File: src/rtl/chsel_pkg.sv
package chsel_pkg;

   // channel interleave modes, encoding is decoded bitwise by the router
   typedef enum logic [1:0] {
      ILV_BIT6  = 2'd0,
      ILV_BIT12 = 2'd1,
      ILV_HASH6 = 2'd2,
      ILV_HASH9 = 2'd3
   } ilv_mode_e;

   // which rule of the priority chain produced the channel
   typedef enum logic [2:0] {
      SRC_GANG,
      SRC_HIGH,
      SRC_LOW6,
      SRC_HASH,
      SRC_NODEBIT,
      SRC_INVHI,
      SRC_ZERO
   } chan_src_e;

   // which offset is removed from the address
   typedef enum logic [1:0] {
      OFS_HOLE,
      OFS_SELECT,
      OFS_RANGE
   } ofs_src_e;

endpackage

File: src/rtl/chsel_route.sv
module chsel_route
   import chsel_pkg::*;
#(
   parameter int ADDR_W   = 48,
   parameter int ILOG_W   = 2,
   parameter int GANG_BIT = 3,
   parameter int HASH_LO  = 16,
   parameter int HASH_HI  = 20,
   parameter int BIT_A6   = 6,
   parameter int BIT_A9   = 9,
   parameter int BIT_A12  = 12,
   parameter int POS_W    = $clog2(ADDR_W)
) (
   input  logic [ADDR_W-1:0] addr,
   input  logic [ADDR_W-1:0] sel_base,
   input  logic [ILOG_W-1:0] node_ilog,
   input  logic              gang_en,
   input  logic              hi_rng_en,
   input  logic              hi_sel,
   input  logic              ilv_en,
   input  ilv_mode_e         ilv_mode,
   output logic              hi_range,
   output logic              chan,
   output logic              strip_en,
   output logic [POS_W-1:0]  strip_pos
);

   localparam int HASH_N = HASH_HI - HASH_LO + 1;

   chan_src_e         src;
   logic              hash_par;
   logic [HASH_N-1:0] hash_field;
   logic [ADDR_W-1:0] node_shift;

   assign hash_field = addr[HASH_HI:HASH_LO];
   assign hash_par   = ^hash_field;
   assign node_shift = addr >> (BIT_A12 + 32'(node_ilog));

   // the high range only exists with independent channels
   assign hi_range = hi_rng_en && !gang_en && (addr >= sel_base);

   // priority chain for the owning channel
   always_comb begin
      if (gang_en)
         src = SRC_GANG;
      else if (hi_range)
         src = SRC_HIGH;
      else if (ilv_en && ilv_mode == ILV_BIT6)
         src = SRC_LOW6;
      else if (ilv_en && ilv_mode[1])
         src = SRC_HASH;
      else if (ilv_en)
         src = SRC_NODEBIT;
      else if (hi_rng_en)
         src = SRC_INVHI;
      else
         src = SRC_ZERO;
   end

   always_comb begin
      unique case (src)
         SRC_GANG:    chan = addr[GANG_BIT];
         SRC_HIGH:    chan = hi_sel;
         SRC_LOW6:    chan = addr[BIT_A6];
         SRC_HASH:    chan = hash_par ^ (ilv_mode[0] ? addr[BIT_A9] : addr[BIT_A6]);
         SRC_NODEBIT: chan = node_shift[0];
         SRC_INVHI:   chan = !hi_sel;
         default:     chan = 1'b0;
      endcase
   end

   // channel-interleave bit removal follows the same gating
   assign strip_en = ilv_en && !hi_range && !gang_en;

   always_comb begin
      if (!ilv_mode[0])
         strip_pos = POS_W'(BIT_A6);
      else if (ilv_mode == ILV_BIT12)
         strip_pos = POS_W'(BIT_A12);
      else
         strip_pos = POS_W'(BIT_A9);
   end

endmodule

File: src/rtl/chsel_offset.sv
module chsel_offset
   import chsel_pkg::*;
#(
   parameter int ADDR_W  = 48,
   parameter int LOW4G_W = 32
) (
   input  logic [ADDR_W-1:0] addr,
   input  logic              hi_range,
   input  logic              hole_valid,
   input  logic [ADDR_W-1:0] hole_base,
   input  logic [ADDR_W-1:0] hole_ofs,
   input  logic [ADDR_W-1:0] sel_base,
   input  logic [ADDR_W-1:0] sel_ofs,
   input  logic [ADDR_W-1:0] range_base,
   output logic [ADDR_W-1:0] rebased
);

   ofs_src_e          pick;
   logic              above_4g;
   logic [ADDR_W-1:0] ofs;

   // any bit above the low 4 GB means the hoisted region
   assign above_4g = |addr[ADDR_W-1:LOW4G_W];

   always_comb begin
      if (hi_range)
         pick = (sel_base < hole_base && hole_valid && above_4g) ? OFS_HOLE : OFS_SELECT;
      else
         pick = (hole_valid && above_4g) ? OFS_HOLE : OFS_RANGE;
   end

   always_comb begin
      unique case (pick)
         OFS_HOLE:   ofs = hole_ofs;
         OFS_SELECT: ofs = sel_ofs;
         default:    ofs = range_base;
      endcase
   end

   assign rebased = addr - ofs;

endmodule

File: src/rtl/chsel_strip.sv
module chsel_strip #(
   parameter int ADDR_W   = 48,
   parameter int ILOG_W   = 2,
   parameter int NODE_LSB = 12,
   parameter int POS_W    = $clog2(ADDR_W)
) (
   input  logic [ADDR_W-1:0] addr,
   input  logic [ILOG_W-1:0] node_ilog,
   input  logic              strip_en,
   input  logic [POS_W-1:0]  strip_pos,
   output logic [ADDR_W-1:0] squeezed
);

   localparam int NODE_OPTS = 1 << ILOG_W;

   // remove cnt bits starting at pos, close the gap
   function automatic logic [ADDR_W-1:0] drop_bits(
      input logic [ADDR_W-1:0] x,
      input int unsigned       pos,
      input int unsigned       cnt
   );
      logic [ADDR_W-1:0] keep;
      keep = ~({ADDR_W{1'b1}} << pos);
      return ((x >> (pos + cnt)) << pos) | (x & keep);
   endfunction

   logic [ADDR_W-1:0] node_opt [NODE_OPTS];
   logic [ADDR_W-1:0] after_node;

   // one fixed squeeze per possible node interleave width
   for (genvar g = 0; g < NODE_OPTS; g++) begin : g_node
      if (g == 0) begin : g_none
         assign node_opt[g] = addr;
      end else begin : g_drop
         assign node_opt[g] = drop_bits(addr, NODE_LSB, g);
      end
   end

   assign after_node = node_opt[node_ilog];

   assign squeezed = strip_en ? drop_bits(after_node, 32'(strip_pos), 1) : after_node;

endmodule

File: src/rtl/chsel_norm.sv
module chsel_norm
   import chsel_pkg::*;
#(
   parameter int ADDR_W   = 48,
   parameter int ILOG_W   = 2,
   parameter int HOLEB_W  = 8,
   parameter int HOLEB_SH = 24,
   parameter int HOLEO_W  = 9,
   parameter int HOLEO_SH = 23,
   parameter int SELB_SH  = 27,
   parameter int SELO_SH  = 26,
   parameter int GANG_BIT = 3,
   parameter int HASH_LO  = 16,
   parameter int HASH_HI  = 20,
   parameter int NODE_LSB = 12
) (
   input  logic                      clk,
   input  logic                      rst_n,
   input  logic                      in_valid,
   input  logic [ADDR_W-1:0]         sys_addr,
   input  logic [ILOG_W-1:0]         node_ilog,
   input  logic [ADDR_W-1:0]         range_base,
   input  logic                      hole_valid,
   input  logic [HOLEB_W-1:0]        hole_base_fld,
   input  logic [HOLEO_W-1:0]        hole_ofs_fld,
   input  logic                      gang_en,
   input  logic                      hi_rng_en,
   input  logic                      hi_sel,
   input  logic                      ilv_en,
   input  logic [1:0]                ilv_mode,
   input  logic [ADDR_W-SELB_SH-1:0] sel_base_fld,
   input  logic [ADDR_W-SELO_SH-1:0] sel_ofs_fld,
   output logic                      out_valid,
   output logic                      chan,
   output logic                      hi_range,
   output logic [ADDR_W-1:0]         chan_addr
);

   localparam int POS_W   = $clog2(ADDR_W);
   localparam int HB_PAD  = ADDR_W - HOLEB_W - HOLEB_SH;
   localparam int HO_PAD  = ADDR_W - HOLEO_W - HOLEO_SH;
   localparam int LOW4G_W = 32;
   localparam int BIT_A6  = 6;
   localparam int BIT_A9  = 9;

   // elaboration-time sanity of the parameter set
   if (ADDR_W <= LOW4G_W + 2) begin : g_bad_aw
      $error("chsel_norm: ADDR_W too small");
   end
   if (HB_PAD < 0 || HO_PAD < 0) begin : g_bad_hole
      $error("chsel_norm: hole fields exceed ADDR_W");
   end
   if (HASH_HI >= ADDR_W || HASH_LO > HASH_HI) begin : g_bad_hash
      $error("chsel_norm: hash window invalid");
   end
   if (NODE_LSB + (1 << ILOG_W) >= ADDR_W) begin : g_bad_node
      $error("chsel_norm: node interleave window exceeds ADDR_W");
   end

   logic [ADDR_W-1:0] sel_base_w;
   logic [ADDR_W-1:0] sel_ofs_w;
   logic [ADDR_W-1:0] hole_base_w;
   logic [ADDR_W-1:0] hole_ofs_w;

   assign sel_base_w  = {sel_base_fld, {SELB_SH{1'b0}}};
   assign sel_ofs_w   = {sel_ofs_fld, {SELO_SH{1'b0}}};
   assign hole_base_w = {{HB_PAD{1'b0}}, hole_base_fld, {HOLEB_SH{1'b0}}};
   assign hole_ofs_w  = {{HO_PAD{1'b0}}, hole_ofs_fld, {HOLEO_SH{1'b0}}};

   logic              hi_c;
   logic              chan_c;
   logic              strip_en;
   logic [POS_W-1:0]  strip_pos;
   logic [ADDR_W-1:0] rebased;
   logic [ADDR_W-1:0] squeezed;

   chsel_route #(
      .ADDR_W  (ADDR_W),
      .ILOG_W  (ILOG_W),
      .GANG_BIT(GANG_BIT),
      .HASH_LO (HASH_LO),
      .HASH_HI (HASH_HI),
      .BIT_A6  (BIT_A6),
      .BIT_A9  (BIT_A9),
      .BIT_A12 (NODE_LSB),
      .POS_W   (POS_W)
   ) u_route (
      .addr     (sys_addr),
      .sel_base (sel_base_w),
      .node_ilog(node_ilog),
      .gang_en  (gang_en),
      .hi_rng_en(hi_rng_en),
      .hi_sel   (hi_sel),
      .ilv_en   (ilv_en),
      .ilv_mode (ilv_mode_e'(ilv_mode)),
      .hi_range (hi_c),
      .chan     (chan_c),
      .strip_en (strip_en),
      .strip_pos(strip_pos)
   );

   chsel_offset #(
      .ADDR_W (ADDR_W),
      .LOW4G_W(LOW4G_W)
   ) u_offset (
      .addr      (sys_addr),
      .hi_range  (hi_c),
      .hole_valid(hole_valid),
      .hole_base (hole_base_w),
      .hole_ofs  (hole_ofs_w),
      .sel_base  (sel_base_w),
      .sel_ofs   (sel_ofs_w),
      .range_base(range_base),
      .rebased   (rebased)
   );

   chsel_strip #(
      .ADDR_W  (ADDR_W),
      .ILOG_W  (ILOG_W),
      .NODE_LSB(NODE_LSB),
      .POS_W   (POS_W)
   ) u_strip (
      .addr     (rebased),
      .node_ilog(node_ilog),
      .strip_en (strip_en),
      .strip_pos(strip_pos),
      .squeezed (squeezed)
   );

   always_ff @(posedge clk or negedge rst_n) begin
      if (!rst_n) begin
         out_valid <= 1'b0;
         chan      <= 1'b0;
         hi_range  <= 1'b0;
         chan_addr <= '0;
      end else begin
         out_valid <= in_valid;
         if (in_valid) begin
            chan      <= chan_c;
            hi_range  <= hi_c;
            chan_addr <= squeezed;
         end
      end
   end

endmodule

File: config.mk
export PLATFORM = sky130hd
export DESIGN_NAME = chsel_norm
export DESIGN_NICKNAME = d
export VERILOG_FILES = /design/src/rtl/chsel_pkg.sv /design/src/rtl/chsel_route.sv /design/src/rtl/chsel_offset.sv /design/src/rtl/chsel_strip.sv /design/src/rtl/chsel_norm.sv
export SDC_FILE = /design/constraint.sdc
export NUM_CORES = 1
export LEC_CHECK = 0
export BUFFER_PORTS_ARGS = -buffer_cell sky130_fd_sc_hd__buf_2
export CAP_MARGIN = 40
export CORE_AREA = 2 2 123 125
export DETAILED_ROUTE_END_ITERATION = 10
export DIE_AREA = 0 0 125 127
export PLACE_DENSITY = 0.93
export SYNTH_ARGS = -nofsm -noshare
export SYNTH_HDL_FRONTEND = slang
export SYNTH_SLANG_ARGS = --single-unit
File: constraint.sdc
create_clock -name clk -period 2.1 [get_ports clk]
set_clock_uncertainty 0.15 [all_clocks]
set_input_delay 0.105 -clock clk [delete_from_list [all_inputs] [get_ports clk]]
set_output_delay 0.105 -clock clk [all_outputs]
set_load 0.005 [all_outputs]
==> results of run 1 <==
[kinds of logic after synthesis]
kind of cell / after synthesis / share of synthesized area (%)
xor gates and xnor gates: 42 / 4.68
buffers and inverters: 115 / 6.13
AOI/OAI and AO/OA: 361 / 32.0
adders and majority gates: 76 / 12.2
and+or+nand+nor: 347 / 21.6
muxes: 48 / 7.09
DFF: 51 / 16.3
[what timing repair did]
item,in CTS
pin swaps,31
gates cloned,1
endpoints found under the hold margin,23
buffers inserted,20
hold buffers,1
gates resized for setup,96
setup endpoints to repair,49
[routing by layer]
metal,overflow,track usage (%)
met5,0,11.8
met3,0,51.8
met4,7,77.8
met1,0,67.4
met2,8,90.7
[through the flow]
| step | instances | util [%] |
|---|---|---|
| after floorplan | 1040 | - |
| after global placement | 1709 | 83.2 |
| after detailed placement | 1709 | 83.2 |
| after CTS | 1739 | 89.4 |
==> out/results.tsv, run 1 <==
metric	value	unit
status	stopped before the end	
haltStage	global routing (5_1_grt)	
error_line	[ERROR GRT-0116] Global routing finished with congestion. Check the congestion regions in the DRC Viewer.	
start_util	54.4	%
cts_buffers	5	
grt_util_all_layers	70.4	%
fp.dieH	127	um
synthMostInstantiatedCell	nand2_1	
htreeDepth	2	
async_reset_ff_share	100	%
clock-sinks	51	
place_area	0.0120	mm^2
dp_hpwl	30900	um
seq_area_frac_synth	16.3	%
synth_edf_count	0	
fp.dieW	125	um
grt_pass1_vias	14900	
synthFlopType	dfrtp_1	
syn_inst	1040	
netlist_area	0.00785	mm^2
synth_top_cell_area_share	16.3	%
cts-root-buf	clkbuf_16	
avgSynthCellArea	7.55	um^2
io_buffers	218	
grt_pass1_wl	87000	um
yosysTopAreaCell	dfrtp_1	
grt_max_degree	46	
ys_seq_elements	51	
row_count	44	
gp_congestion	1.02	
ys_top_cells_by_area	dfrtp_1, ha_1, nand2_1	
synth_nets	1284	
synth.distinct_cells	90	
pin_count	219	
yosysWarnings	0	
place_ws	-3340	ps
clockBufferDepth	2	
grt.overflow.total	15	
synthTopCellsByCount	nand2_1, a21oi_1, ha_1, nor2_1, inv_1	
==> inputs of run 2 (changes only) <==
--- a/config.mk
+++ b/config.mk
@@ -7,10 +7,10 @@
 export LEC_CHECK = 0
 export BUFFER_PORTS_ARGS = -buffer_cell sky130_fd_sc_hd__buf_2
 export CAP_MARGIN = 40
-export CORE_AREA = 2 2 123 125
+export CORE_AREA = 2 2 144 146
 export DETAILED_ROUTE_END_ITERATION = 10
-export DIE_AREA = 0 0 125 127
-export PLACE_DENSITY = 0.93
+export DIE_AREA = 0 0 146 148
+export PLACE_DENSITY_LB_ADDON = 0.15
 export SYNTH_ARGS = -nofsm -noshare
 export SYNTH_HDL_FRONTEND = slang
 export SYNTH_SLANG_ARGS = --single-unit
==> run 2 against run 1 <==
  * The flow now finishes, with violations (setup timing)
  * Area after synthesis did not move
  * Synthesized cell count did not move
==> out/results.tsv, run 2 <==
metric	value	unit
rsz0062_at_grt	true	
comb_power_share	71.6	%
crit_fanout	6	
viasPerCell	5.48	
grt_util_all_layers	29.1	%
fin_crit_sh	234	%
grt_pass1_wl	51200	um
final_cell_mix	buf_4, buf_2, nand2_1	
seq_power_share	17.9	%
place_area	0.0122	mm^2
fp.dieW	146	um
synth.distinct_cells	90	
yosysWarnings	0	
largest_reg_flops	48	
setup_slack	-2820	ps
nets	1840	
p_sw_share	41.9	%
pwr-share-clk	10.5	%
crit_arrival	4950	ps
synth_edf_count	0	
clock-sinks	51	
synth_nets	1284	
timing.final.crit_period	4920	ps
status	finished, violations left	
reg2reg_from	chan_addr[43]	
grt_max_degree	52	
fillers	1681	
synthFlopType	dfrtp_1	
dieArea	0.0216	mm^2
fp.dieH	148	um
cts-root-buf	clkbuf_16	
via_count	10200	
startpoint	sel_base_fld[0]	
syn_inst	1040	
cp-end-kind	register	
cp-start-kind	primary input	
io_buffers	218	
ys_seq_elements	51	
ys_top_cells_by_area	dfrtp_1, ha_1, nand2_1	
p_sw	3.13	mW
start_util	39.2	%
report.final.slew_viol_count	0	
total_power	7.48	mW
avgSynthCellArea	7.55	um^2
clkTransAtPathRegs	60	ps
pin_count	219	
clockBufferDepth	2	
max_freq	0.203	GHz
cts_buffers	5	
dp_hpwl	26900	um
hold_path.class	in2reg	
required	2130	ps
dp_cells	1810	
grt.overflow.total	0	
drt_iter0_drc	534	
failed_checks	setup timing	
finalSetupTns	-113330	ps
clk_latency	290	ps
synth_top_cell_area_share	16.3	%
first_pass_iters	5	
ant_nets	0	
slew_headroom	50.0	%
yosysTopAreaCell	dfrtp_1	
setup_viol	49	
synthTopCellsByCount	nand2_1, a21oi_1, ha_1, nor2_1, inv_1	
grt_pass1_vias	10000	
antenna_cells	0	
post-route-util	70.1	%
instances_no_fill	1867	
critPathKind	in2reg	
core_area	0.0200	mm^2
max-vdd-ir-drop	362	uV
row_count	52	
antenna_found_initial	0	
maxCapViolCount	0	
whs	110	ps
htreeDepth	2	
hp-start	in_valid	
routed_wl	33100	um
drc	0	
area.growth.synth_to_final	78.9	%
top_register	chan_addr	
fin_area	0.0140	mm^2
synthMostInstantiatedCell	nand2_1	
cts_tree	yes	
worst_pin_slew	750	ps
seq_area_frac_synth	16.3	%
layout_commonest_cell	buf_4	
netlist_area	0.00785	mm^2
gp_congestion	0.940	
p_int	4.35	mW
routedWlPerCell	17.7	um
place_ws	-3430	ps
powerDensity	532	mW/mm^2
drive_gt1_share	56.2	%
async_reset_ff_share	100	%
final-hold-violation-count	0	
power_leakage	6.37	nW
==> run 2: cell counts after synthesis <==
No cell type changed its count.
==> run 2: what timing repair did <==
item | 4_1_cts | 5_1_grt
cloned | 2 | 2
hold buffers | 1 | 0
hold endpoints to repair | 51 | 0
setup endpoints to repair | 49 | 50
pin swaps | 54 | 53
gates resized for setup | 121 | 117
setup buffers | 37 | 12
==> run 2: path summary, 6_finish.rpt <==
kind / cells after the start / slack, ps / to
max reg2reg: 2 / 1030 / chan_addr[43]
min reg2reg: 1 / 340 / chan_addr[47]
max in group asynchronous: 3 / 1090 / chan_addr[29]
max: 23 / -2820 / chan_addr[43]
min in group asynchronous: 3 / 290 / chan_addr[8]
min: 2 / 110 / hi_range
==> run 2: kinds of logic after synthesis <==
| group | count (synthesis) | share of synthesized area [%] |
|---|---|---|
| AO/OA/AOI/OAI | 361 | 32.0 |
| XOR/XNOR | 42 | 4.68 |
| adder cells (fa/ha/maj) | 76 | 12.2 |
| buffers and inverters | 115 | 6.13 |
| flip-flops | 51 | 16.3 |
| multiplexers | 48 | 7.09 |
| AND/OR/NAND/NOR | 347 | 21.6 |
==> run 2: layer usage <==
| metal | vias to the layer above | global-route usage [%] | part of all wire (%) |
|---|---|---|---|
| li1 | 5055 | - | - |
| met1 | 4848 | 40.1 | 46 |
| met2 | 294 | 49.2 | 47 |
| met3 | 33 | 2.50 | 4.5 |
| met4 | 0 | 7.43 | 1.8 |
| met5 | - | 0 | 0 |
==> run 2: critical path, stage by stage <==
cell and delay, ps:
buf_2 120, buf_4 140, ha_4 250, nor4bb_1 330, nand4_1 160, nor3_2 240
o31ai_4 120, a21oi_4 190, buf_4 140, buf_4 100, a21oi_2 60, a22o_1 230
a21oi_2 160, ha_4 250, a21oi_4 160, o21a_1 230, o41ai_2 90, or2_4 260
or3_4 380, a221oi_4 290, xnor2_2 120, mux4_2 500, a221o_1 320
==> run 2: power by group through the flow <==
stage                     Sequential [mW]  Clock [mW]  Combinational, mW
after floorplan                      1.36           0               2.36
after global placement               1.35           0               4.34
after detailed placement             1.35           0               4.41
after CTS                            1.34       0.804               4.87
after global routing                 1.37       0.838               5.75
final                                1.34       0.788               5.35
==> run 2: final cells by class <==
class | count | area (um^2) | area share, %
Multi-Input combinational cell | 876 | 7860 | 56.0
Clock inverter | 2 | 12.5 | 0.0891
Inverter | 66 | 290 | 2.07
Tap cell | 270 | 338 | 2.40
Timing Repair Buffer | 596 | 4140 | 29.5
Clock buffer | 6 | 129 | 0.917
Sequential cell | 51 | 1280 | 9.09
No activity file was read; power rests on OpenSTA's default activity.
